--- config.mk ---
export PLATFORM = sky130hd
export DESIGN_NAME = tmr_pin_ctl
export DESIGN_NICKNAME = d
export VERILOG_FILES = /design/src/rtl/tmr_pin_ctl.sv
export SDC_FILE = /design/constraint.sdc
export NUM_CORES = 1
export LEC_CHECK = 0
export ABC_CLOCK_PERIOD_IN_PS = 1600
export BUFFER_PORTS_ARGS = -buffer_cell sky130_fd_sc_hd__buf_2
export CORE_ASPECT_RATIO = 1.4
export CORE_MARGIN = 5
export CORE_UTILIZATION = 43
export CTS_CLUSTER_DIAMETER = 150
export CTS_CLUSTER_SIZE = 28
export DETAILED_ROUTE_END_ITERATION = 8
export PLACE_DENSITY = 0.75
export SYNTH_ARGS = -nofsm -noshare
export SYNTH_HDL_FRONTEND = slang
export SYNTH_SLANG_ARGS = --single-unit
export TNS_END_PERCENT = 30
--- constraint.sdc ---
create_clock -name clk -period 1.6 [get_ports clk]
set_input_delay 0.24 -clock clk [delete_from_list [all_inputs] [get_ports clk]]
set_output_delay 0.24 -clock clk [all_outputs]
set_load 0.1 [all_outputs]
--- src/rtl/tmr_pin_ctl.sv ---
module tmr_pin_ctl #(
  parameter int CW = 16
) (
  input  logic          clk,
  input  logic          rst_n,
  input  logic          wr_en,
  input  logic          wr_sel,
  input  logic [CW-1:0] wr_data,
  input  logic          rd_sel,
  output logic [CW-1:0] rd_data,
  input  logic [CW-1:0] cnt_val,
  input  logic          pin_in,
  output logic          pin_out,
  output logic          pin_oe,
  input  logic          nb_cnt_pulse,
  input  logic [2:0]    nb_psel
);
  localparam int PADW = CW - 4;

  logic [3:0]    mode;
  logic [CW-1:0] greg;
  logic          lvl, match_q;
  logic          s1, s2, s3;

  wire mode_wr = wr_en && !wr_sel;
  wire greg_wr = wr_en && wr_sel;
  wire is_oc   = !mode[3];
  wire [1:0] act = is_oc ? mode[1:0] : 2'b00;
  wire rise = s2 && !s3;
  wire fall = !s2 && s3;

  logic cap;
  always_comb begin
    cap = 1'b0;
    if (mode[3]) begin
      case (mode[2:1])
        2'b00:   cap = mode[0] ? fall : rise;
        2'b01:   cap = rise || fall;
        default: cap = nb_cnt_pulse && (nb_psel != 3'b000);
      endcase
    end
  end

  always_ff @(posedge clk or negedge rst_n) begin
    if (!rst_n) begin
      s1 <= 1'b0;
      s2 <= 1'b0;
      s3 <= 1'b0;
    end else begin
      s1 <= pin_in;
      s2 <= s1;
      s3 <= s2;
    end
  end

  always_ff @(posedge clk or negedge rst_n) begin
    if (!rst_n) mode <= 4'b0000;
    else if (mode_wr) mode <= wr_data[3:0];
  end

  always_ff @(posedge clk or negedge rst_n) begin
    if (!rst_n) greg <= '0;
    else if (greg_wr) greg <= wr_data;
    else if (cap) greg <= cnt_val;
  end

  always_ff @(posedge clk or negedge rst_n) begin
    if (!rst_n) match_q <= 1'b0;
    else match_q <= (cnt_val == greg);
  end

  always_ff @(posedge clk or negedge rst_n) begin
    if (!rst_n) lvl <= 1'b0;
    else if (mode_wr) lvl <= wr_data[2];
    else if (match_q) begin
      case (act)
        2'b01:   lvl <= 1'b0;
        2'b10:   lvl <= 1'b1;
        2'b11:   lvl <= !lvl;
        default: lvl <= lvl;
      endcase
    end
  end

  assign pin_oe  = is_oc && (mode[1:0] != 2'b00);
  assign pin_out = pin_oe && lvl;
  assign rd_data = rd_sel ? greg : {{PADW{1'b0}}, mode};

  a_r1_reset_state: assert property (@(posedge clk)
    !rst_n |=> (mode == 4'b0000 && greg == '0 && !pin_oe));
  a_r3_quiet_pin: assert property (@(posedge clk) disable iff (!rst_n)
    !pin_oe |-> !pin_out);
  a_r5_clear_on_match: assert property (@(posedge clk) disable iff (!rst_n)
    (is_oc && mode[1:0] == 2'b01 && match_q && !mode_wr) |=> !lvl);
  a_r6_toggle_on_match: assert property (@(posedge clk) disable iff (!rst_n)
    (is_oc && mode[1:0] == 2'b11 && match_q && !mode_wr) |=> (lvl != $past(lvl)));
  a_r9_no_capture_on_undivided: assert property (@(posedge clk) disable iff (!rst_n)
    (mode[3:2] == 2'b11 && nb_psel == 3'b000 && !greg_wr) |=> $stable(greg));
  a_r10_oc_holds_register: assert property (@(posedge clk) disable iff (!rst_n)
    (is_oc && !greg_wr) |=> $stable(greg));
  a_r11_write_wins: assert property (@(posedge clk) disable iff (!rst_n)
    greg_wr |=> (greg == $past(wr_data)));
endmodule

==> flow_summary.ini <==
[global_routing]
grt.met3_usage_pct = 3.72
grt-busiest-layer = met2
grt_pass1_wl_mm = 6.95
grt_max_degree = 33
antenna_found_initial = 0
use_met2_pct = 30.5
grt_usage_pct = 18.9
grt_pass1_vias = 1470
overflow = 0
grt_use_met1_pct = 24.7

[yosys]
ys_warn_count = 0
ys_types = 27
ys_seq_area_share_pct = 41.7
synth-seq-cells = 25
yosysTopAreaCellShare_pct = 41.7
synthCells = 169
yosys.area.top_type = dfrtp_1
synth.net_count = 213
synthTopCellsByArea = dfrtp_1 42%, xnor2_1 9.3%, a31oi_1 7.1%
syn_avg_cell_area_um2 = 8.88
syn_area_um2 = 1500

[power_and_ir_drop]
powerDensity_nw_per_um2 = 1210
irDropWorstVdd_mv = 0.715
fin_total_pwr_mw = 2.61
p_leak_nw = 0.979

[layout]
antenna_cells = 0
drive_above_1_share_pct = 35.2
mostFrequentLayoutCells = 43 x buf_2, 24 x dfrtp_1, 17 x a31oi_1, 17 x buf_12
fin_nets = 272
seq_area_um2 = 627
fillCellCount = 282
syn_to_final_growth_pct = 43.9
layout_commonest_cell = buf_2
multi_input_area_um2 = 843

[status]
violations = setup timing
status = finished with violations

[critical_path]
critPathArrivalTime_ns = 1.37
required_ns = 1.36
r2r_setup_slack_ns = 0
end_kind = primary output
path_class = flop to primary output
crit_path_max_fanout = 7
crit_path_start_kind = flop

[placed_design]
place_congestion = 0.783
port_buffers = 59
dp_hpwl_mm = 3.12

[timing]
setup_ws_ns = -0.0134
period_needed_ns = 1.61
fin_crit_sh_pct = 101
hold_viol = 0
report.final.slew_viol_count = 0
tns_ns = -0.0134
worst_pin_slew_ns = 0.673
setup_viol = 1
grt_setup_unrepaired = true
fmax_mhz = 620
skew_ns = 0.00788
maxSlewHeadroom_pct = 55.1

[floorplan]
core_area_um2 = 3380
fp.dieH_um = 79.9
start_util_pct = 44.4
row_count = 25
pin_count = 60
die-area_um2 = 4790
die_w_um = 59.9

[run]
max-cap-violations = 0

[clocking]
cts_root_buf = clkbuf_8
clkTransAtPathRegs_ns = 0.09
htreeDepth = 1
clk_latency_ns = 0.27
cts_sinks = 25
cts_tree = yes
cts_buffers = 3
clk_path_buf_depth = 2

[routing]
viasPerCell = 5.46
wl_per_cell_um = 15.7
totalWireLength_mm = 4.19
drc = 0
drt_iter0_drc = 58
vias = 1459
ant_nets = 0
drt-pass1-iter-count = 4

[worst_hold_path]
min_path_type = input pin to flop
state kept, by name (all words and copies together), names as in the netlist:
signal	count
greg	16
s1	1
lvl	1
s3	1
s2	1
mode	4
match_q	1
power breakdown:
| group | total, mW | switching [mW] | leakage [nW] | internal [mW] |
|---|---|---|---|---|
| clock network | 0.382 | 0.208 | 0.0255 | 0.174 |
| logic | 1.36 | 0.847 | 0.663 | 0.508 |
| registers | 0.869 | 0.122 | 0.291 | 0.746 |
| total | 2.61 | 1.18 | 0.979 | 1.43 |
synthesized netlist by cell type:
library cell and n:
a31oi_1 17, a41o_2 1, and2_1 13, and2b_1 1
and4_1 1, buf_2 2, buf_4 1, buf_6 1
clkbuf_1 5, dfrtp_1 25, ha_1 2, inv_1 3
mux2_1 3, mux2_4 1, nand2_1 13, nand2b_1 1
nand3_1 16, nand4_1 5, nor2_1 18, nor2b_1 1
nor4_1 1, o211a_4 1, o211ai_4 1, o21ai_0 1
o21ai_1 18, or3_1 1, xnor2_1 16
path summary, 6_finish.rpt:
path | depth (start not counted) | end | from
worst max-delay path | 4 | pin_out | mode[1]
worst min-delay path | 1 | s1 | pin_in
worst max register to register | 5 | greg[1] | s2
worst min register to register | 0 | s2 | s1
max in group asynchronous | 2 | mode[1] | rst_n
min in group asynchronous | 2 | mode[1] | rst_n
cells by family after synthesis:
group | Yosys count | share of synthesized area, %
buffers and inverters | 12 | 3.92
flip-flops | 25 | 41.7
AO/OA/AOI/OAI | 39 | 16.8
XOR/XNOR | 16 | 9.34
multiplexers | 4 | 3.25
AND/OR/NAND/NOR | 71 | 23.4
adder cells (fa/ha/maj) | 2 | 1.67
per-stage QoR:
step           hold slack (ns)  utilization (%)  setup WS (ns)  cells  area, µm²
6_report                0.0982             63.9        -0.0134    267       2160
4_1_cts                 0.0992             63.7        -0.0131    267       2150
3_5_place_dp             0.255             61.8        -0.0198    262       2090
5_1_grt                 0.0972             63.9         -0.118    267       2160
2_1_floorplan          -0.0556                -         -0.278    169       1520
3_3_place_gp             0.266             61.8         0.0368    262       2090
critical path: stages, from the launching register on:
cell and delay [ns]:
dfrtp_2 0.49, nor2_2 0.18, nor2_4 0.06, and2_2 0.21
buf_12 0.17
repair_timing:
item	CTS	global route
buffers inserted	0	0
pin swaps	1	3
setup endpoints to repair	4	17
hold endpoints to repair	25	0
gates resized for setup	4	1
hold buffers	1	0
cell type report:
class / instances / share of cell area (%)
timing repair buffer: 63 / 26.9
clock buffer: 3 / 1.91
sequential: 25 / 29.0
multi-input combinational: 132 / 39.1
clock inverter: 1 / 0.232
tap: 40 / 2.32
inverter: 3 / 0.522
metal layers:
metal	vias to the layer above	wire length (µm)	part of all wire (%)
met3	6	285	6.8
met4	0	69	1.6
met2	56	2200	52
met1	685	1640	39
li1	712	-	-
met5	-	0	0
Note: power is estimated with default switching activity, not from simulation.
